===== src/rtl/sr_pkg.sv =====
// Shared definitions for the supervisor reset output controller.
// Assumes clock frequencies given in Hz, with times computed in 64-bit math.
package sr_pkg;

    typedef enum logic [1:0] {ST_BOOT, ST_RUN, ST_HOLD, ST_DLY} rst_st_t;

    // Hold time in clock ticks for a 3-bit code (units of 0.1 ms).
    function automatic longint dly_ticks(input int unsigned code, input longint hz);
        longint tenths;
        case (code)
            0: tenths = 2;
            1: tenths = 10;
            2: tenths = 20;
            3: tenths = 50;
            4: tenths = 100;
            5: tenths = 200;
            6: tenths = 1000;
            default: tenths = 2000;
        endcase
        dly_ticks = (hz * tenths) / 10000;
        if (dly_ticks < 1) dly_ticks = 1;
    endfunction

    // Number of ticks covering 2 us, at least one.
    function automatic longint blank_ticks(input longint hz);
        blank_ticks = (hz * 2) / 1000000;
        if (blank_ticks < 1) blank_ticks = 1;
    endfunction

endpackage


===== src/rtl/sr_fault_merge.sv =====
// Combines per-channel overvoltage/undervoltage flags with their enable bits.
// Assumes the flags are already synchronous to clk.
module sr_fault_merge #(
    parameter int CH = 4
) (
    input  logic [CH-1:0] ov_flt,
    input  logic [CH-1:0] uv_flt,
    input  logic [CH-1:0] ov_map,
    input  logic [CH-1:0] uv_map,
    output logic          any_flt
);
    logic [CH-1:0] hit;

    // One lane per channel: a flag counts only when its enable is set.
    for (genvar i = 0; i < CH; i++) begin : g_lane
        assign hit[i] = (ov_flt[i] & ov_map[i]) | (uv_flt[i] & uv_map[i]);
    end

    assign any_flt = |hit;
endmodule


===== src/rtl/sr_rst_seq.sv =====
// Reset sequencer: holds reset through self-test, asserts it on faults and
// keeps it asserted for a coded hold time after faults clear.
// Assumes dly_code stays steady while a hold time is counted.
module sr_rst_seq
    import sr_pkg::*;
#(
    parameter int unsigned CLK_HZ = 50_000_000
) (
    input  logic       clk,
    input  logic       rst_n,
    input  logic       bist_done,
    input  logic       any_flt,
    input  logic [2:0] dly_code,
    output logic       pull_en
);
    localparam longint MAX_T = dly_ticks(7, longint'(CLK_HZ));
    localparam int     CW    = $clog2(MAX_T + 1);

    rst_st_t        state_q;
    logic [CW-1:0]  cnt_q;
    logic [CW-1:0]  lim_tab [8];
    logic [CW-1:0]  lim;

    // Tick limit for each code, computed at elaboration.
    for (genvar g = 0; g < 8; g++) begin : g_lim
        assign lim_tab[g] = CW'(dly_ticks(g, longint'(CLK_HZ)));
    end

    assign lim     = lim_tab[dly_code];
    assign pull_en = (state_q != ST_RUN);

    // State and hold-time counter update.
    always_ff @(posedge clk) begin
        if (!rst_n) begin
            state_q <= ST_BOOT;
            cnt_q   <= '0;
        end else begin
            case (state_q)
                ST_BOOT: if (bist_done) state_q <= any_flt ? ST_HOLD : ST_RUN;
                ST_RUN:  if (any_flt) state_q <= ST_HOLD;
                ST_HOLD: if (!any_flt) begin
                    state_q <= ST_DLY;
                    cnt_q   <= '0;
                end
                default: begin
                    if (any_flt)                   state_q <= ST_HOLD;
                    else if (cnt_q >= lim - CW'(1)) state_q <= ST_RUN;
                    else                           cnt_q   <= cnt_q + CW'(1);
                end
            endcase
        end
    end

    a_r1_boot_hold: assert property (@(posedge clk) disable iff (!rst_n)
        (state_q == ST_BOOT && !bist_done) |=> pull_en);
    a_r3_fault_asserts: assert property (@(posedge clk) disable iff (!rst_n)
        any_flt |=> pull_en);
    a_r4_no_early_release: assert property (@(posedge clk) disable iff (!rst_n)
        (state_q == ST_DLY && !any_flt && cnt_q < lim - CW'(1)) |=> pull_en);
    a_r5_restart: assert property (@(posedge clk) disable iff (!rst_n)
        (state_q == ST_DLY && any_flt) |=> (state_q == ST_HOLD));
endmodule


===== src/rtl/sr_pin_check.sv =====
// Pin readback: synchronizes the pin level, blanks comparison after each
// change of drive, and keeps a sticky mismatch flag with write-one-to-clear.
// Assumes an external pull-up, so a released pin should read high.
module sr_pin_check
    import sr_pkg::*;
#(
    parameter int unsigned CLK_HZ = 50_000_000,
    parameter int          SYNC_N = 2
) (
    input  logic clk,
    input  logic rst_n,
    input  logic pull_en,
    input  logic pin_in,
    input  logic mm_clr,
    output logic mm_flt
);
    localparam int WIN = int'(blank_ticks(longint'(CLK_HZ))) + SYNC_N;
    localparam int BW  = $clog2(WIN + 1);

    logic [SYNC_N-1:0] sync_q;
    logic              drv_q;
    logic [BW-1:0]     blank_q;
    logic              mm_q;
    logic              toggle, err;

    assign toggle = drv_q ^ pull_en;
    assign err    = !toggle && (blank_q == '0) && (sync_q[SYNC_N-1] == pull_en);
    assign mm_flt = mm_q;

    // Synchronizer, drive history, blanking counter and sticky flag.
    always_ff @(posedge clk) begin
        if (!rst_n) begin
            sync_q  <= '0;
            drv_q   <= 1'b1;
            blank_q <= BW'(WIN);
            mm_q    <= 1'b0;
        end else begin
            sync_q <= {sync_q[SYNC_N-2:0], pin_in};
            drv_q  <= pull_en;
            if (toggle)              blank_q <= BW'(WIN);
            else if (blank_q != '0)  blank_q <= blank_q - BW'(1);
            if (mm_clr)   mm_q <= 1'b0;
            else if (err) mm_q <= 1'b1;
        end
    end

    a_r7_blank_quiet: assert property (@(posedge clk) disable iff (!rst_n)
        (blank_q != '0 || toggle) |=> !$rose(mm_q));
    a_r8_sticky: assert property (@(posedge clk) disable iff (!rst_n)
        (mm_q && !mm_clr) |=> mm_q);
    a_r8_clear: assert property (@(posedge clk) disable iff (!rst_n)
        mm_clr |=> !mm_q);
endmodule


===== src/rtl/sup_rst_ctrl.sv =====
// Top of the supervisor reset output controller: fault merge, reset
// sequencer and pin readback. Assumes fault flags synchronous to clk.
module sup_rst_ctrl #(
    parameter int          CH     = 4,
    parameter int unsigned CLK_HZ = 50_000_000
) (
    input  logic          clk,
    input  logic          rst_n,
    input  logic          bist_done,
    input  logic [CH-1:0] ov_flt,
    input  logic [CH-1:0] uv_flt,
    input  logic [CH-1:0] ov_map,
    input  logic [CH-1:0] uv_map,
    input  logic [2:0]    dly_code,
    input  logic          pin_in,
    input  logic          mm_clr,
    output logic          pull_en,
    output logic          mm_flt
);
    logic any_flt;

    sr_fault_merge #(.CH(CH)) u_merge (
        .ov_flt(ov_flt), .uv_flt(uv_flt), .ov_map(ov_map), .uv_map(uv_map),
        .any_flt(any_flt)
    );

    sr_rst_seq #(.CLK_HZ(CLK_HZ)) u_seq (
        .clk(clk), .rst_n(rst_n), .bist_done(bist_done), .any_flt(any_flt),
        .dly_code(dly_code), .pull_en(pull_en)
    );

    sr_pin_check #(.CLK_HZ(CLK_HZ), .SYNC_N(2)) u_pin (
        .clk(clk), .rst_n(rst_n), .pull_en(pull_en), .pin_in(pin_in),
        .mm_clr(mm_clr), .mm_flt(mm_flt)
    );

    a_r9_reset_state: assert property (@(posedge clk) !rst_n |=> (pull_en && !mm_flt));
endmodule


===== config.mk =====
export PLATFORM = sky130hd
export DESIGN_NAME = sup_rst_ctrl
export DESIGN_NICKNAME = d
export VERILOG_FILES = /design/src/rtl/sr_pkg.sv /design/src/rtl/sr_fault_merge.sv /design/src/rtl/sr_rst_seq.sv /design/src/rtl/sr_pin_check.sv /design/src/rtl/sup_rst_ctrl.sv
export SDC_FILE = /design/constraint.sdc
export NUM_CORES = 1
export LEC_CHECK = 0
export BUFFER_PORTS_ARGS = -buffer_cell sky130_fd_sc_hd__buf_2
export CORE_MARGIN = 5
export CORE_UTILIZATION = 55
export DETAILED_ROUTE_END_ITERATION = 12
export HOLD_SLACK_MARGIN = 0.15
export PLACE_DENSITY = 0.75
export REMOVE_ABC_BUFFERS = 1
export SLEW_MARGIN = 25
export SYNTH_ARGS = -nofsm -noshare
export SYNTH_HDL_FRONTEND = slang
export SYNTH_SLANG_ARGS = --single-unit

===== constraint.sdc =====
create_clock -name clk -period 5.62 [get_ports clk]
set_clock_uncertainty 0.2 [all_clocks]
set_input_delay 0.843 -clock clk [delete_from_list [all_inputs] [get_ports clk]]
set_output_delay 0.843 -clock clk [all_outputs]
set_load 0.05 [all_outputs]

# Yosys cells after proc, flatten, opt, wreduce, memory -nomap -nowiden
# Memory sizes are Yosys's and may differ from the RTL's.
# Index checks and enable logic that the tools add are counted.
# Widths: inputs -> output; s select.
op_classes:
  n_bitwise: 17
  n_div: 0
  n_eq_ne: 8
  addsub: 3
  n_mul: 0
  order_cmp: 2
  muxes: 13
  n_reduce_logical: 13
  n_shift: 0
ops:
  columns: ["op", "count"]
  rows:
  - ["$mux 24", 5]
  - ["$pmux 24 s2", 1]
  - ["$add 24x1->24 const B", 1]
  - ["$ge 24x24->1", 1]
  - ["$sub 24x1->24 const B", 1]
  - ["$mux 2", 6]
  - ["$and 1x1->1", 8]
  - ["$logic_not 7->1", 1]
  - ["$reduce_bool 7->1", 1]
  - ["$sub 7x1->7 const B", 1]
  - ["$ne 2x2->1 const B", 3]
  - ["$pmux 2 s3", 1]
  - ["$reduce_or 2->1", 3]
  - ["$ge 4x4->1 const B", 1]
  - ["$ne 2x1->1 const B", 2]
  - ["$not 3->4", 1]
  - ["$or 1x1->1", 4]
  - ["$reduce_and 4->1", 1]
  - ["$reduce_bool 4->1", 1]
  - ["$reduce_or 4->1", 1]
  - ["$not 1->1", 3]
  - ["$reduce_and 3->1", 1]
  - ["$eq 2x1->1 const B", 1]
  - ["$eq 2x2->1 const B", 1]
  - ["other kinds (5)", 6]
totals:
  reg_bits: 37
  wordCells: 63
  ramBits: 0
  mem_count: 1
  inputBits: 24
  romBits: 192
  out_inout_bits: 2
  latchBits: 0
mem_list:
  columns: ["name", "words", "word_bits", "read_ports", "rd_ports_with_merged_regs", "wr", "line", "rtl"]
  rows:
  - ["(name not given)", 8, 24, 1, 0, 0, "sr_rst_seq.sv:29", "assign lim = lim_tab[dly_code];"]

# Longest topological paths before layout
depth:
  depth_word: 9
  depth_mapped: 19

# Hierarchy
# A second synthesis with hierarchy kept.
hier_totals:
  hier_cells: 329
  area_unflattened_um2: 2702.6
by_module_without_submodules:
  columns: ["mod", "instances", "cells_each", "area_each_um2"]
  rows:
  - ["sr_rst_seq", 1, 273, 2172.1]
  - ["sr_pin_check", 1, 51, 494.2]
  - ["sr_fault_merge", 1, 5, 36.3]

# Worst setup path before layout
# Ideal clock, no wire load.
synth_path:
  kind: "input port to flip-flop"
  start: "in dly_code[2]"
  end: "reg u_seq.cnt_q[20]"
  arrival_time_ns: 4.472
  setup_time_ns: 0.070
  cell_stages: 19
  slack_ns: 0.878
  path_buffers: 3
  path_cell_list: "clkbuf_1 clkbuf_1 or2_2 nand2_1 ha_1 o21ai_0 a21o_1 or3b_2 nor3_1 xor2_1 ha_1 nand2_1 o21ai_0 a21oi_1 nand2_1 o31a_1 buf_2 or3_1 a21oi_1"
synth_via:
  elab_chain_len: 8
synth_rtl:
  columns: ["item", "line", "rtl"]
  rows:
  - ["start, declared", "sup_rst_ctrl.sv:14", "input logic [2:0] dly_code,"]
  - ["$not 3->4 (not written as such)", "sr_rst_seq.sv:29", null]
  - ["$mem_v2 8x24", null, null]
  - ["$mux 24 (not written as such) (2 in a row)", "sr_rst_seq.sv:29", null]
  - ["$sub 24x1->24", "sr_rst_seq.sv:47", "else if (cnt_q >= lim - CW'(1)) state_q <= ST_RUN;"]
  - ["$ge 24x24->1", "sr_rst_seq.sv:47", null]
  - ["$ne 2x2->1 (no line)", null, null]
  - ["$reduce_and 3->1 (no line)", null, null]
  - ["end signal, assigned", "sr_rst_seq.sv:48", "else cnt_q <= cnt_q + CW'(1);"]
  - ["end, declared", "sr_rst_seq.sv:20", "logic [CW-1:0] cnt_q;"]
# Every way passes these cells. The select of a mux whose other input is x is not followed.
# A chain may end at the register's enable or synchronous reset.

# Worst setup path in the final report
layout_path:
  start: "in dly_code[0]"
  end: "reg u_seq.cnt_q[19]"
# The elaborated chain is that of the path after synthesis.

==> results.tsv <==
stage	metric	value	unit
worst_hold_path	min_path_type	flip-flop to flip-flop	
finish	fillers	420	
grt	grt_pass1_wl	9370	µm
synth	synth.most_common_cell	dfxtp_1	
clock_network	cts_resized	0	
power	ir_worst_vdd	0.106	mV
setup_path	cpMaxStageDelayCell	or3b_2	
timing	drv_slew	0	
timing	clock.fmax	207	MHz
setup_path	critPathArrivalTime	4.84	ns
setup_path	worstPathMaxFanout	15	
setup_path	path_delay_family	simple AND/OR/NAND/NOR gates	
place	place_congestion	0.855	
timing	setup_violations	0	
synth	ys_ff_latch	37	
routing	wl	5430	µm
grt	grt_remaining_overflow	0	
timing	rsz0062_at_grt	no	
setup_path	required	5.62	ns
floorplanning	core	4690	µm²
setup_path	cp_cell_sequence	buf_2 -> inv_1 -> ha_1 -> or2_2 -> nand2_1 -> ha_1 -> o21ai_0 -> a21o_1 -> or3b_2 -> nor3_1 -> xor2_1 -> ha_1 -> nand2_1 -> o21ai_0 -> a21oi_1 -> nand3_2 -> or3_1 -> or4_1 -> a21oi_1	
finish	fin_util	61.9	%
clock_network	cts.sinks	37	
synth	synth_top_cell_by_area	dfxtp_1	
finish	fin_nets	408	
setup_path	worst_setup_path_end_kind	flip-flop	
grt	grt_usage	18.5	%
clock_network	h-tree-depth	2	
synth	yosysWarningCount	0	
timing	fin_tns_setup	0	ns
synth	yosysUniqueCellTypes	41	
grt	grt_start_max_net_pins	25	
power	p_seq_share	46.7	%
floorplanning	die-area	6290	µm²
synth	syn_inst	325	
floorplanning	io_pins	26	
finish	antennaDiodeCount	0	
clock_network	clkTransAtPathRegs	0.07	ns
clock_network	cts_setup_buffers	0	
clock_network	cts_hold_repair.buffers	0	
synth	synth_area_leaders	dfxtp_1, ha_1, xnor2_1	
routing	vias	2282	
routing	drc	0	
setup_path	worst_path_largest_cell_delay	0.49	ns
clock_network	cts_buffers	5	
grt	antenna_found_initial	0	
synth	synth_edf_count	0	
setup_path	cp_num_buf_inv	2	
outcome	outcome	finished clean	
finish	drive_gt1_share	13.1	%
synth	synthDominantCellAreaShare	28.1	%
timing	finalCriticalPeriod	4.84	ns
timing	tightestPinTransition	0.842	ns
place	numPortBuffers	25	
power	p_comb_share	18.9	%
routing	drt_iter0_markers	108	
routing	wl_per_cell	13.4	µm
floorplanning	die_h	79.3	µm
routing	ant_nets	0	
synth	syn_area	2640	µm²
place	dpl_worst_slack	0.478	ns
synth	synth_common_cells	dfxtp_1, ha_1, nand2_1	
place	place_hpwl	4300	µm
floorplanning	die_w	79.3	µm
grt	grt_pass1_vias	2113	
power	p_clk_share	34.4	%
power	p_sw	165	µW
setup_path	crit_path_frequent_cell	ha_1	
synth	yosysSeqAreaShare	28.1	%
timing	worst_slack	0.784	ns
timing	hold_violations	0	
clock_network	cts_tree	done	
timing	max-slew-margin-rel	43.7	%
routing	drt-pass1-iter-count	4	
clock_network	ctsRootBufferMaster	clkbuf_8	
place	dpl_cell_area	2810	µm²
finish	area.growth.synth_to_final	10.1	%
clock_network	clock_latency	0.29	ns
run	drv_cap	0	
synth	synthArstFlopShare	0	%
power	p_leak	0.00117	µW
floorplanning	start_util	56.3	%
power	swShare	27.7	%
setup_path	setup.worst_path.start_class	input port	
setup_path	worst-setup-path-type	input port to flip-flop	
synth	avgSynthCellArea	8.12	µm²
timing	final.period_utilization	86.0	%
power	power.density	205	nW/µm²
power	internal_power	430	µW
finish	fin_area	2910	µm²
routing	vias_per_cell	5.65	
clock_network	cts_max_path_buffers	2	
synth	ys.flop_type	dfxtp_1	
floorplanning	rows	25	
[routing by layer]
layer	GRT usage [%]	vias up	part of all wire, %
met2	32.2	28	50
met1	23.6	1048	47
met4	5.15	0	0.52
li1	-	1203	-
met5	0	-	0
met3	3.06	3	2.0
[final cells by class]
type	instances	area, µm²	share of cell area [%]
clock buffer	7	96.3	3.31
clock inverter	1	5.00	0.172
inverter	17	63.8	2.20
multi-input combinational	262	1800	61.9
sequential	37	741	25.5
tap	54	67.6	2.32
timing repair buffer	26	133	4.56
[stage by stage]
stage               total power, µW  hold slack, ns  instances
floorplan                       364           0.212        316
global placement                394           0.231        396
detailed placement              397           0.246        396
CTS                             603           0.265        404
global route                    631           0.286        404
finish                          595           0.253        404
[power by group through the flow]
stage / clock, µW / combinational [µW] / sequential (µW)
6_report: 205 / 113 / 278
5_1_grt: 223 / 129 / 279
4_1_cts: 211 / 114 / 278
3_5_place_dp: 0 / 113 / 284
3_3_place_gp: 0 / 110 / 284
2_1_floorplan: 0 / 81.3 / 283
[flip-flops by register name, indices dropped and copies added, names as in the netlist]
name / count
u_seq.state_q: 2
u_pin.sync_q: 2
u_pin.drv_q: 1
u_pin.blank_q: 7
u_pin.mm_flt: 1
u_seq.cnt_q: 24
[tightest hold or removal path, stage by stage, from the launching register on]
cell	delay [ns]
dfxtp_1	0.31
nand2_1	0.06
nand2_1	0.05
[worst paths after layout]
path                            startpoint                            end  slack, ns  cells after the start
max                            dly_code[0]   u_seq.cnt_q[19]$_SDFFE_PN0P_       0.78                     19
min          u_pin.blank_q[6]$_SDFFE_PP1N_  u_pin.blank_q[6]$_SDFFE_PP1N_       0.25                      2
max reg2reg   u_seq.cnt_q[22]$_SDFFE_PN0P_   u_seq.cnt_q[19]$_SDFFE_PN0P_       2.89                      8
min reg2reg  u_pin.blank_q[6]$_SDFFE_PP1N_  u_pin.blank_q[6]$_SDFFE_PP1N_       0.25                      2
[cells by family (layout without fill, tap and decap cells)]
| kind of cell | Yosys count | after routing | share of synthesized area, % |
|---|---|---|---|
| compound gates | 66 | 66 | 14.9 |
| other cells | 1 | 1 | 0.142 |
| buf+inv | 26 | 51 | 3.74 |
| fa+ha+maj | 35 | 35 | 16.6 |
| simple gates | 130 | 130 | 26.3 |
| flops | 37 | 37 | 28.1 |
| mux | 5 | 5 | 1.94 |
| xor+xnor | 25 | 25 | 8.29 |
[cell usage in the layout, fill, tap and decap left out, types with 4 or more instances in the layout]
cell / count
xnor2_1: 19
nor3_1: 10
dfxtp_1: 37
and3_1: 4
buf_2: 25
xor2_1: 6
nor4_1: 10
nand3_1: 11
or3_1: 13
a21oi_1: 24
nand2_1: 32
clkbuf_8: 7
a21o_1: 5
nor2_1: 23
ha_1: 35
inv_1: 17
a22oi_2: 4
o21ai_0: 26
nand4_1: 6
mux2i_1: 4
Note: power is estimated with default switching activity, not from simulation.
